$ cat config.mk
export PLATFORM = sky130hd
export DESIGN_NAME = i2c_cmd_slave
export DESIGN_NICKNAME = d
export VERILOG_FILES = /design/src/rtl/i2c_cmd_slave_pkg.sv /design/src/rtl/i2c_line_filter.sv /design/src/rtl/i2c_bus_events.sv /design/src/rtl/i2c_rd_packer.sv /design/src/rtl/i2c_cmd_slave.sv
export SDC_FILE = /design/constraint.sdc
export NUM_CORES = 1
export LEC_CHECK = 0
export BUFFER_PORTS_ARGS = -buffer_cell sky130_fd_sc_hd__buf_2
export CORE_ASPECT_RATIO = 1.25
export CORE_UTILIZATION = 62
export CTS_BUF_LIST = sky130_fd_sc_hd__clkbuf_8
export CTS_CLUSTER_SIZE = 25
export DETAILED_ROUTE_END_ITERATION = 10
export GPL_TIMING_DRIVEN = 0
export PLACE_DENSITY = 0.84
export SLEW_MARGIN = 5
export SYNTH_ARGS = -nofsm -noshare
export SYNTH_HDL_FRONTEND = slang
export SYNTH_SLANG_ARGS = --single-unit
export TNS_END_PERCENT = 1
$ cat constraint.sdc
create_clock -name clk -period 6.22 [get_ports clk]
set_clock_uncertainty 0.05 [all_clocks]
set_input_delay 1.244 -clock clk [delete_from_list [all_inputs] [get_ports clk]]
set_output_delay 1.244 -clock clk [all_outputs]
set_load 0.1 [all_outputs]
$ cat src/rtl/i2c_cmd_slave_pkg.sv
package i2c_cmd_slave_pkg;

  localparam int CODE_W  = 12;
  localparam int STRAP_W = 2;

  typedef enum logic [2:0] {
    ST_IDLE,
    ST_ADDR,
    ST_AACK,
    ST_WBYTE,
    ST_WACK,
    ST_RBYTE,
    ST_RACK
  } slv_state_e;

  typedef enum logic [1:0] {
    RDM_VOLT,
    RDM_CURR,
    RDM_BOTH,
    RDM_STAT
  } rd_mode_e;

  function automatic rd_mode_e pick_mode(input logic ve, input logic ce, input logic ss);
    if (ss)            return RDM_STAT;
    else if (ve && ce) return RDM_BOTH;
    else if (ce)       return RDM_CURR;
    else               return RDM_VOLT;
  endfunction

endpackage

$ cat src/rtl/i2c_line_filter.sv
module i2c_line_filter #(
  parameter int FILT_LEN = 8,
  parameter bit RST_VAL  = 1'b1
) (
  input  logic clk,
  input  logic rst_n,
  input  logic raw_i,
  output logic level_o
);

  localparam int CW = $clog2(FILT_LEN + 1);

  logic [1:0]    sync_q;
  logic [CW-1:0] run_q;
  logic          lvl_q;

  always_ff @(posedge clk or negedge rst_n) begin
    if (!rst_n) begin
      sync_q <= {2{RST_VAL}};
      run_q  <= '0;
      lvl_q  <= RST_VAL;
    end else begin
      sync_q <= {sync_q[0], raw_i};
      if (sync_q[1] == lvl_q) begin
        run_q <= '0;
      end else if (run_q == CW'(FILT_LEN - 1)) begin
        lvl_q <= sync_q[1];
        run_q <= '0;
      end else begin
        run_q <= run_q + 1'b1;
      end
    end
  end

  assign level_o = lvl_q;

  // the clean level only follows a synchronised level that has already held
  assert_filter_hold_R10: assert property (@(posedge clk) disable iff (!rst_n)
    (lvl_q != $past(lvl_q)) |-> ($past(sync_q[1]) == lvl_q && $past(sync_q[1], 2) == lvl_q));

endmodule

$ cat src/rtl/i2c_bus_events.sv
module i2c_bus_events (
  input  logic clk,
  input  logic rst_n,
  input  logic scl_i,
  input  logic sda_i,
  output logic scl_rise_o,
  output logic scl_fall_o,
  output logic start_o,
  output logic stop_o
);

  logic scl_q, sda_q;

  always_ff @(posedge clk or negedge rst_n) begin
    if (!rst_n) begin
      scl_q <= 1'b1;
      sda_q <= 1'b1;
    end else begin
      scl_q <= scl_i;
      sda_q <= sda_i;
    end
  end

  assign scl_rise_o = scl_i & ~scl_q;
  assign scl_fall_o = ~scl_i & scl_q;
  assign start_o    = scl_i & scl_q & sda_q & ~sda_i;
  assign stop_o     = scl_i & scl_q & ~sda_q & sda_i;

endmodule

$ cat src/rtl/i2c_rd_packer.sv
module i2c_rd_packer
  import i2c_cmd_slave_pkg::*;
(
  input  rd_mode_e          mode_i,
  input  logic [CODE_W-1:0] volt_i,
  input  logic [CODE_W-1:0] curr_i,
  input  logic [7:0]        stat_i,
  input  logic [1:0]        idx_i,
  output logic [7:0]        byte_o
);

  localparam int HI_LSB = CODE_W - 8;

  logic [CODE_W-1:0] single;

  always_comb begin
    single = (mode_i == RDM_CURR) ? curr_i : volt_i;
    byte_o = 8'hFF;
    unique case (mode_i)
      RDM_STAT: if (idx_i == 2'd0) byte_o = stat_i;
      RDM_BOTH: begin
        unique case (idx_i)
          2'd0:    byte_o = volt_i[CODE_W-1:HI_LSB];
          2'd1:    byte_o = curr_i[CODE_W-1:HI_LSB];
          2'd2:    byte_o = {volt_i[HI_LSB-1:0], curr_i[HI_LSB-1:0]};
          default: byte_o = 8'hFF;
        endcase
      end
      default: begin
        unique case (idx_i)
          2'd0:    byte_o = single[CODE_W-1:HI_LSB];
          2'd1:    byte_o = {single[HI_LSB-1:0], 4'b0000};
          default: byte_o = 8'hFF;
        endcase
      end
    endcase
  end

endmodule

$ cat src/rtl/i2c_cmd_slave.sv
module i2c_cmd_slave
  import i2c_cmd_slave_pkg::*;
#(
  parameter int         FILT_LEN    = 8,
  parameter logic [2:0] ADDR_PREFIX = 3'b011
) (
  input  logic              clk,
  input  logic              rst_n,
  input  logic              scl_i,
  input  logic              sda_i,
  output logic              sda_oe_o,
  input  logic [STRAP_W-1:0] strap_hi_i,
  input  logic [STRAP_W-1:0] strap_lo_i,
  input  logic              conv_busy_i,
  input  logic              volt_en_i,
  input  logic              curr_en_i,
  input  logic              status_sel_i,
  input  logic [CODE_W-1:0] volt_code_i,
  input  logic [CODE_W-1:0] curr_code_i,
  input  logic [7:0]        status_i,
  output logic              cfg_wr_o,
  output logic [6:0]        cfg_data_o,
  output logic              ext_wr_o,
  output logic [1:0]        ext_sel_o,
  output logic [7:0]        ext_data_o
);

  localparam int NLINE = 2;

  // ---------------- line conditioning ----------------
  logic [NLINE-1:0] raw_lines, clean_lines;
  assign raw_lines = {sda_i, scl_i};

  for (genvar g = 0; g < NLINE; g++) begin : g_filt
    i2c_line_filter #(.FILT_LEN(FILT_LEN), .RST_VAL(1'b1)) u_filt (
      .clk    (clk),
      .rst_n  (rst_n),
      .raw_i  (raw_lines[g]),
      .level_o(clean_lines[g])
    );
  end

  logic scl_f, sda_f;
  assign scl_f = clean_lines[0];
  assign sda_f = clean_lines[1];

  logic scl_rise, scl_fall, start_ev, stop_ev;

  i2c_bus_events u_events (
    .clk       (clk),
    .rst_n     (rst_n),
    .scl_i     (scl_f),
    .sda_i     (sda_f),
    .scl_rise_o(scl_rise),
    .scl_fall_o(scl_fall),
    .start_o   (start_ev),
    .stop_o    (stop_ev)
  );

  // ---------------- protocol state ----------------
  slv_state_e        st_q;
  logic [3:0]        bcnt_q;
  logic [7:0]        sh_q;
  logic [7:0]        tx_q;
  logic              rw_q;
  logic              oe_q;
  logic [1:0]        wr_idx_q;
  logic              ext_mode_q;
  logic [1:0]        ext_sel_q;
  logic [1:0]        rd_idx_q;
  logic              mnack_q;
  logic [CODE_W-1:0] cap_v_q, cap_i_q;
  logic [7:0]        cap_s_q;
  rd_mode_e          mode_q;
  logic [6:0]        my_addr;
  logic [7:0]        pk_byte;

  assign my_addr = {ADDR_PREFIX, strap_hi_i, strap_lo_i};

  i2c_rd_packer u_pack (
    .mode_i(mode_q),
    .volt_i(cap_v_q),
    .curr_i(cap_i_q),
    .stat_i(cap_s_q),
    .idx_i (rd_idx_q),
    .byte_o(pk_byte)
  );

  always_ff @(posedge clk or negedge rst_n) begin
    if (!rst_n) begin
      st_q       <= ST_IDLE;
      bcnt_q     <= '0;
      sh_q       <= '0;
      tx_q       <= 8'hFF;
      rw_q       <= 1'b0;
      oe_q       <= 1'b0;
      wr_idx_q   <= '0;
      ext_mode_q <= 1'b0;
      ext_sel_q  <= '0;
      rd_idx_q   <= '0;
      mnack_q    <= 1'b0;
      cap_v_q    <= '0;
      cap_i_q    <= '0;
      cap_s_q    <= '0;
      mode_q     <= RDM_VOLT;
      cfg_wr_o   <= 1'b0;
      cfg_data_o <= '0;
      ext_wr_o   <= 1'b0;
      ext_sel_o  <= '0;
      ext_data_o <= '0;
    end else begin
      cfg_wr_o <= 1'b0;
      ext_wr_o <= 1'b0;
      if (stop_ev) begin
        st_q <= ST_IDLE;
        oe_q <= 1'b0;
      end else if (start_ev) begin
        st_q       <= ST_ADDR;
        bcnt_q     <= '0;
        oe_q       <= 1'b0;
        wr_idx_q   <= '0;
        rd_idx_q   <= '0;
        ext_mode_q <= 1'b0;
      end else begin
        unique case (st_q)
          ST_ADDR: begin
            if (scl_rise && bcnt_q != 4'd8) begin
              sh_q   <= {sh_q[6:0], sda_f};
              bcnt_q <= bcnt_q + 4'd1;
            end else if (scl_fall && bcnt_q == 4'd8) begin
              if (sh_q[7:1] == my_addr && !(sh_q[0] && conv_busy_i)) begin
                oe_q <= 1'b1;
                rw_q <= sh_q[0];
                st_q <= ST_AACK;
                if (sh_q[0]) begin
                  cap_v_q <= volt_code_i;
                  cap_i_q <= curr_code_i;
                  cap_s_q <= status_i;
                  mode_q  <= pick_mode(volt_en_i, curr_en_i, status_sel_i);
                end
              end else begin
                st_q <= ST_IDLE;
              end
            end
          end
          ST_AACK: begin
            if (scl_fall) begin
              bcnt_q <= '0;
              if (rw_q) begin
                tx_q <= pk_byte;
                oe_q <= ~pk_byte[7];
                st_q <= ST_RBYTE;
              end else begin
                oe_q <= 1'b0;
                st_q <= ST_WBYTE;
              end
            end
          end
          ST_WBYTE: begin
            if (scl_rise && bcnt_q != 4'd8) begin
              sh_q   <= {sh_q[6:0], sda_f};
              bcnt_q <= bcnt_q + 4'd1;
            end else if (scl_fall && bcnt_q == 4'd8) begin
              oe_q <= 1'b1;
              st_q <= ST_WACK;
              unique case (wr_idx_q)
                2'd0: begin
                  if (!sh_q[7]) begin
                    cfg_wr_o   <= 1'b1;
                    cfg_data_o <= sh_q[6:0];
                  end else begin
                    ext_mode_q <= 1'b1;
                    ext_sel_q  <= sh_q[1:0];
                  end
                  wr_idx_q <= 2'd1;
                end
                2'd1: begin
                  if (ext_mode_q) begin
                    ext_wr_o   <= 1'b1;
                    ext_sel_o  <= ext_sel_q;
                    ext_data_o <= sh_q;
                  end
                  wr_idx_q <= 2'd2;
                end
                default: ;
              endcase
            end
          end
          ST_WACK: begin
            if (scl_fall) begin
              oe_q   <= 1'b0;
              bcnt_q <= '0;
              st_q   <= ST_WBYTE;
            end
          end
          ST_RBYTE: begin
            if (scl_fall) begin
              if (bcnt_q == 4'd7) begin
                oe_q <= 1'b0;
                st_q <= ST_RACK;
                if (rd_idx_q != 2'd3) rd_idx_q <= rd_idx_q + 2'd1;
              end else begin
                tx_q   <= {tx_q[6:0], 1'b1};
                oe_q   <= ~tx_q[6];
                bcnt_q <= bcnt_q + 4'd1;
              end
            end
          end
          ST_RACK: begin
            if (scl_rise) begin
              mnack_q <= sda_f;
            end else if (scl_fall) begin
              if (!mnack_q) begin
                tx_q   <= pk_byte;
                oe_q   <= ~pk_byte[7];
                bcnt_q <= '0;
                st_q   <= ST_RBYTE;
              end else begin
                st_q <= ST_IDLE;
              end
            end
          end
          default: ;
        endcase
      end
    end
  end

  assign sda_oe_o = oe_q;

  // ---------------- assertions ----------------
  assert_drive_low_phase_R8: assert property (@(posedge clk) disable iff (!rst_n)
    (oe_q != $past(oe_q)) |-> (!$past(scl_f) || $past(start_ev) || $past(stop_ev)));

  assert_ack_needs_match_R1: assert property (@(posedge clk) disable iff (!rst_n)
    (st_q == ST_AACK && $past(st_q) == ST_ADDR) |-> ($past(sh_q[7:1]) == $past(my_addr)));

  assert_busy_refuses_read_R9: assert property (@(posedge clk) disable iff (!rst_n)
    (st_q == ST_AACK && $past(st_q) == ST_ADDR && rw_q) |-> !$past(conv_busy_i));

  assert_cfg_pulse_R3: assert property (@(posedge clk) disable iff (!rst_n)
    cfg_wr_o |=> !cfg_wr_o);

  assert_ext_pulse_R4: assert property (@(posedge clk) disable iff (!rst_n)
    ext_wr_o |=> !ext_wr_o);

endmodule

==> results of run 1 <==
cells by family after synthesis:
| logic type | after synthesis |
|---|---|
| AND/OR/NAND/NOR | 103 |
| flip-flops | 101 |
| AO/OA/AOI/OAI | 94 |
| multiplexers | 69 |
| buffers and inverters | 33 |
| XOR/XNOR | 8 |
| adder cells (fa/ha/maj) | 8 |
power by group:
part	total [mW]	internal [mW]	leakage, nW	switching (mW)
clock network	0.388	0.151	0.0881	0.237
registers	0.767	0.722	1.33	0.0453
logic	0.416	0.159	1.29	0.256
total	1.57	1.03	2.71	0.538
per-layer routing:
layer | up-vias | track usage, %
met5 | - | 0
met2 | 111 | 50.0
met3 | 39 | 4.23
li1 | 1682 | -
met4 | 0 | 15.7
met1 | 1764 | 31.8
registers in the layout (all words and copies together) (netlist names), 3 cells and up:
signal	flops
sh_q	8
ext_data_o	8
cap_i_q	12
cap_v_q	12
cap_s_q	8
bcnt_q	4
cfg_data_o	7
st_q	3
g_filt.u_filt.sync_q	4
tx_q	7
g_filt.u_filt.run_q	8
worst max-delay path, cell delays in order:
cell,delay [ps]
sky130_fd_sc_hd__buf_2,80
sky130_fd_sc_hd__inv_1,50
sky130_fd_sc_hd__a222oi_1,510
sky130_fd_sc_hd__nand3_2,210
sky130_fd_sc_hd__nor4_4,580
sky130_fd_sc_hd__buf_6,250
sky130_fd_sc_hd__mux2_2,340
per-stage QoR:
step	utilization (%)	power, mW	area [sq um]	hold WS, ps	worst slack (ps)
after floorplan	-	1.08	4880	295	3290
after global routing	73.7	1.67	5520	321	2990
final	73.7	1.57	5520	312	3150
after global placement	70.9	1.17	5310	296	2880
after CTS	73.7	1.58	5520	314	3140
after detailed placement	71.3	1.19	5340	300	2830
final cells by class:
class,instances,area [sq um]
Sequential cell,101,2550
Multi-Input combinational cell,282,2180
Fill cell,506,1970
Timing Repair Buffer,64,345
Clock buffer,9,124
Tap cell,92,115
Buffer,21,104
Clock inverter,7,57.6
Inverter,12,45.0
worst max path at each step:
stage	startpoint	endpoint	cells after the start
finish	strap_lo_i[0]	cap_v_q[4]$_DFFE_PN0P_	7
global route	strap_lo_i[0]	cap_v_q[5]$_DFFE_PN0P_	7
CTS	strap_lo_i[0]	cap_v_q[4]$_DFFE_PN0P_	7
detailed placement	strap_lo_i[0]	cap_v_q[5]$_DFFE_PN0P_	7
global placement	strap_lo_i[0]	cap_v_q[5]$_DFFE_PN0P_	7
floorplan	strap_lo_i[0]	cap_v_q[10]$_DFFE_PN0P_	6
cells in the final DEF, fill, tap and decap left out, types with 8 or more instances in the layout:
cell	n
sky130_fd_sc_hd__inv_1	12
sky130_fd_sc_hd__nor2b_1	12
sky130_fd_sc_hd__dfrtp_1	86
sky130_fd_sc_hd__clkbuf_1	15
sky130_fd_sc_hd__a21oi_1	17
sky130_fd_sc_hd__buf_2	64
sky130_fd_sc_hd__nand3_1	16
sky130_fd_sc_hd__clkbuf_8	9
sky130_fd_sc_hd__dfstp_2	15
sky130_fd_sc_hd__ha_1	8
sky130_fd_sc_hd__o21ai_0	14
sky130_fd_sc_hd__nand2_1	23
sky130_fd_sc_hd__mux2_2	59
sky130_fd_sc_hd__nor2_1	20
==> results.md, run 1 <==
- Status: finished, final reports clean
- # placed instances: 572
- Critical path launch point type: primary input
- Maximum level of the CTS H-tree: 3
- Clock-pin slew reported for the worst setup and hold paths after clock tree synthesis: 100 ps
- Die area: approximately 8000 sq um
- Initial drt markers: 200
- Layout Area Growth over Synthesis: 13.2%
- Unrepaired setup endpoints after global routing: no
- Synth Cell Area: 4880 sq um
- Layout net count: roughly 540
- Min-Delay Path Class: reg -> reg
- GP Congestion: ~0.96
- CTS sink cnt: approximately 100
- Total setup buffers inserted after CTS: 0
- Final hold violations: 0
- Synth Area in Adders: under 10%
- Area leader, netlist: sky130_fd_sc_hd__dfrtp_1
- Simple-Gate Fraction of Synth Area: about an eighth
- Synthesized area per cell: about 12 sq um
- Required @ worst endpoint: 6430 ps
- Maximum clock rate: 0.326 GHz
- WHS Path Cells: 0
- Period minus WS final: 3070 ps
- Setup TNS Final: 0 ps
- Worst skew pair latency: about 370 ps
- Via count of the first global-routing pass: 3736
- First-pass GRT wire length: approximately 17 mm
- Vias after detailed routing: roughly 3600
- Pin count of the biggest net entering global routing: slightly below 60
- Total length of routed met2 wires: around 5.4 mm
- Synth cell types: 58
- DRC violations left: 0
- EDFF count, synth: 0
- Die span in x: 81.3 microns
- Top Layer Used: met4
- CTS root buf: sky130_fd_sc_hd__clkbuf_8
- Cell types with the largest area share after synthesis: sky130_fd_sc_hd__dfrtp_1 44%, sky130_fd_sc_hd__mux2_2 14%, sky130_fd_sc_hd__dfstp_2 8.1%, sky130_fd_sc_hd__ha_1 2.1%, sky130_fd_sc_hd__nand2_1 1.8%
- # diodes: 0
- Cells after Synth: about 420
- Total of flip-flops plus latches after synthesis: slightly above 100
- Remaining antenna violation count: 0
- Worst reg2reg path endpoint: cap_v_q[4]$_DFFE_PN0P_
- Worst-case vdd ir drop: approximately 0.25 mV
- Ys flop type: sky130_fd_sc_hd__dfrtp_1
- Most common cell in the netlist: sky130_fd_sc_hd__dfrtp_1
- Minimum setup slack among reg-to-reg paths: 3560 ps
- Max-slew violations: 0
- Number of rows in the core area: 35
- Total Routing Usage GR: between 20% and 30%
- Standard cell core area: 7490 sq um
- Arrival time at the worst endpoint: 3270 ps
- Number of buffers inserted during clock tree synthesis: 9
- Post-synth ARST share: 100%
- Initial Utilization: between 60% and 70%
- Total congestion overflow after global routing: 0
- Crit path max fanout: 10
- Synthesis warning total: 0
- Net Count, Synth: ~470
- Aggregate routed wire length: about 10 mm
- Number of gates resized after CTS: 0
- Synthesized-area fraction occupied by xor and xnor cells: between 1 and 1.5%
- Setup crit end kind: flip-flop
- Share of post-route cells with drive strength above 1: between 30% and 40%
- Hold EP: g_filt[0].u_filt.sync_q[1]$_DFF_PN1_
- Category of the most critical setup path: in -> reg
- Source of the worst register-to-register timing path: g_filt[1].u_filt.level_o$_DFFE_PN1P_
- Iteration count of the initial detailed-routing pass: 5
- Slew HR: roughly half
- Number of hold buffers added after CTS: 0
- Initial antenna violation count: 0
- Max Cap Violations: 0
- Crit share post-route: between 40% and 50%
- Wire length per cell after detailed routing: about 18 microns
- DR WL met3: around 400 microns
- Die height: a little over 100 microns
- Share of synthesized area spent on multiplexers: 15.8%
- I/O Pins: between 60 and 70
- Start point of the worst min-delay path: g_filt[0].u_filt.sync_q[0]$_DFF_PN1_
- Pleak: 2.71 nW
- DR vias/cell: 6.12
- CTS tree: built
- Top post-synthesis cells by count: 86 x sky130_fd_sc_hd__dfrtp_1, 59 x sky130_fd_sc_hd__mux2_2, 23 x sky130_fd_sc_hd__nand2_1
- Final setup viols: 0
- CTS Buffer Depth: 2
- Top-area cell type share of the netlist area: approximately 44%
- Transition time at the pin with the least slew margin: 716 ps
- Power Density: about 280 nW/um^2
- Post-route non-filler standard cell count: roughly 600
- Wire length the detailed router placed on met1: 4.13 mm
- Cell depth of the worst flop-to-flop path: 7
- Combinational family with the most area after synthesis: multiplexers
- HPWL after DPL: a little under 8 mm
- Share of the synthesized area in compound gates (AO/OA/AOI/OAI): 13.8%
- Number of port buffers: 63
- Sequential cell area fraction in the yosys report: between 50% and 60%
Note: power is estimated with default switching activity, not from simulation.
==> run 2: changes to the inputs <==
--- a/config.mk
+++ b/config.mk
@@ -7,12 +7,12 @@
 export LEC_CHECK = 0
 export BUFFER_PORTS_ARGS = -buffer_cell sky130_fd_sc_hd__buf_2
 export CORE_ASPECT_RATIO = 1.25
-export CORE_UTILIZATION = 62
+export CORE_UTILIZATION = 60
 export CTS_BUF_LIST = sky130_fd_sc_hd__clkbuf_8
 export CTS_CLUSTER_SIZE = 25
 export DETAILED_ROUTE_END_ITERATION = 10
 export GPL_TIMING_DRIVEN = 0
-export PLACE_DENSITY = 0.84
+export PLACE_DENSITY = 0.81
 export SLEW_MARGIN = 5
 export SYNTH_ARGS = -nofsm -noshare
 export SYNTH_HDL_FRONTEND = slang
==> constraint.sdc (replaced) <==
create_clock -name clk -period 3.1 [get_ports clk]
set_clock_uncertainty 0.05 [all_clocks]
set_input_delay 0.62 -clock clk [delete_from_list [all_inputs] [get_ports clk]]
set_output_delay 0.62 -clock clk [all_outputs]
set_load 0.1 [all_outputs]
==> results.md, run 2 (synthesized netlist as in run 1, its figures left out) <==
- Status: finished, final reports clean
- Transition time at the pin with the least slew margin: 755 ps (+39.2 ps)
- Maximum level of the CTS H-tree: 3 (unchanged)
- GP Congestion: 0.948 (-1.2%)
- I/O Pins: 64 (unchanged)
- Wire length per cell after detailed routing: 17.1 microns (-3.4%)
- DR vias/cell: 6.05 (-1.0%)
- Setup TNS Final: 0 ps (unchanged)
- CTS sink cnt: 101 (unchanged)
- # diodes: 0 (unchanged)
- Standard cell core area: 7840 sq um (+4.7%)
- Final setup margin: 380 ps (-2770 ps)
- Slowest cell delay on critical path: 660 ps (+80 ps)
- Library cell contributing the largest single delay on the critical path: sky130_fd_sc_hd__nor4_4
- Critical Path Start: g_filt[1].u_filt.level_o$_DFFE_PN1P_
- DRC violations left: 0 (unchanged)
- Unrepaired setup endpoints after global routing: no
- Max Cap Violations: 0 (unchanged)
- Setup crit end kind: flip-flop
- Worst reg2reg path endpoint: cap_v_q[6]$_DFFE_PN0P_
- Commonest non-fill, non-tap cell in the layout: sky130_fd_sc_hd__dfrtp_1
- Final design utilization: 70.7% (-3.0 points)
- Total congestion overflow after global routing: 0 (unchanged)
- Period minus WS final: between 2000 and 3000 ps
- Largest registers: cap_i_q: 12 flops, cap_v_q: 12 flops
- Min-Delay Path Class: in -> async
- Leading cell types in the layout, fill and taps excluded: 86 x sky130_fd_sc_hd__dfrtp_1, 64 x sky130_fd_sc_hd__buf_2, 59 x sky130_fd_sc_hd__mux2_2
- Arrival time at the worst endpoint: 2920 ps (-350 ps)
- CTS root buf: sky130_fd_sc_hd__clkbuf_8
- Critical path launch point type: flip-flop
- Initial antenna violation count: 0 (unchanged)
- Worst-case vdd ir drop: 0.405 mV (+64%)
- Worst slack at placement: 333 ps (-2490 ps)
- Layout net count: 543 (unchanged)
- Via count of the first global-routing pass: 3558 (-4.8%)
- Post-route cell area: 5540 sq um (+0.34%)
- Die area: 8500 sq um (+3.3%)
- Source of the worst register-to-register timing path: g_filt[1].u_filt.level_o$_DFFE_PN1P_
- Number of rows in the core area: 36 (+2.9%)
- DP Area: 5340 sq um (about the same)
- CTS Buffer Depth: 2 (unchanged)
- Vias after detailed routing: 3577 (-0.53%)
- Category of the most critical setup path: reg -> reg
- Hold_ws: 129 ps (-183 ps)
- Aggregate routed wire length: 10.1 mm (-2.9%)
- Slew HR: 49.3% (-2.6 points)
- Die span in x: 82.6 microns (+1.6%)
- Initial drt markers: 175 (-13%)
- Crit share post-route: just under 90%
- Cell family with the largest share of critical-path delay: simple AND/OR/NAND/NOR gates
- First-pass GRT wire length: 16.3 mm (-5.6%)
- Total power after layout: 3.21 mW (+100%)
- Required @ worst endpoint: 3300 ps (-3130 ps)
- Max-slew violations: 0 (unchanged)
- Layout filler cell count: 613 (+21%)
- Minimum setup slack among reg-to-reg paths: 380 ps (-3180 ps)
- Final setup viols: 0 (unchanged)
- Number of buffers inserted during clock tree synthesis: 9 (unchanged)
- HPWL after DPL: 7.49 mm (-2.7%)
- CTS tree: built
- Iteration count of the initial detailed-routing pass: 6 (+1)
- Number of buffer and inverter stages on the critical path: 2 (-1)
- Pin count of the biggest net entering global routing: 72 (+24%)
- Number of hold buffers added after CTS: 0 (unchanged)
- Number of port buffers: 63 (unchanged)
- # placed instances: 575 (+0.52%)
- Power Density: 580 nW/um^2 (+100%)
- Clock-pin slew reported for the worst setup and hold paths after clock tree synthesis: 90 ps (about the same)
- Pleak: 2.71 nW (+0.29%)
- Die height: 103 microns (+1.6%)
- Total setup buffers inserted after CTS: 0 (unchanged)
- Worst skew pair latency: 370 ps (about the same)
- Share of post-route cells with drive strength above 1: 33.5% (unchanged)
- Layout Area Growth over Synthesis: 13.5%
- Post-route non-filler standard cell count: 591 (+0.51%)
- Crit path max fanout: 10 (unchanged)
- Maximum clock rate: 0.368 GHz
- Number of gates resized after CTS: 0 (unchanged)
- Initial Utilization: 62.2% (-2.9 points)
- Cell depth of the worst flop-to-flop path: 7 (unchanged)
- Remaining antenna violation count: 0 (unchanged)
- Cells along the critical path: clkbuf_1, xor2_1, nand3_1, nand2_1, nor4_4, buf_6, mux2_2
- Final hold violations: 0 (unchanged)
- Total Routing Usage GR: 25.8% (-2.3 points)
run 2: worst register-to-register path, stage by stage, from the launching register on:
cell,delay (ps)
sky130_fd_sc_hd__dfstp_2,540
sky130_fd_sc_hd__clkbuf_1,280
sky130_fd_sc_hd__xor2_1,140
sky130_fd_sc_hd__nand3_1,210
sky130_fd_sc_hd__nand2_1,130
sky130_fd_sc_hd__nor4_4,660
sky130_fd_sc_hd__buf_6,260
sky130_fd_sc_hd__mux2_2,360
run 2: how the worst max path moves through the flow:
stage,endpoint,slack [ps],depth (start not counted)
floorplan,cap_v_q[10]$_DFFE_PN0P_,800,6
global placement,cap_v_q[6]$_DFFE_PN0P_,390,7
detailed placement,cap_v_q[6]$_DFFE_PN0P_,330,7
CTS,cap_v_q[6]$_DFFE_PN0P_,350,7
global route,cap_v_q[6]$_DFFE_PN0P_,170,7
finish,cap_v_q[6]$_DFFE_PN0P_,380,7
run 2: power by group:
part	leakage, nW	switching [mW]	internal [mW]
combinational	1.29	0.511	0.320
sequential	1.33	0.0862	1.45
clock	0.0960	0.469	0.376
run 2: per-layer routing:
layer / vias to the layer above / track usage (%) / wire (microns)
met5: - / 0 / 0
met4: 0 / 14.5 / 294
met3: 24 / 5.75 / 415
met2: 131 / 44.6 / 5350
met1: 1745 / 29.0 / 4050
li1: 1677 / - / -
run 2: cell type report:
type	instances	area, sq um	share of cell area (%)
buffer	21	104	1.88
clock buffer	9	124	2.24
clock inverter	7	72.6	1.31
inverter	12	45.0	0.813
multi-input combinational	282	2180	39.4
sequential	101	2550	46.0
tap	95	119	2.15
timing repair buffer	64	345	6.24
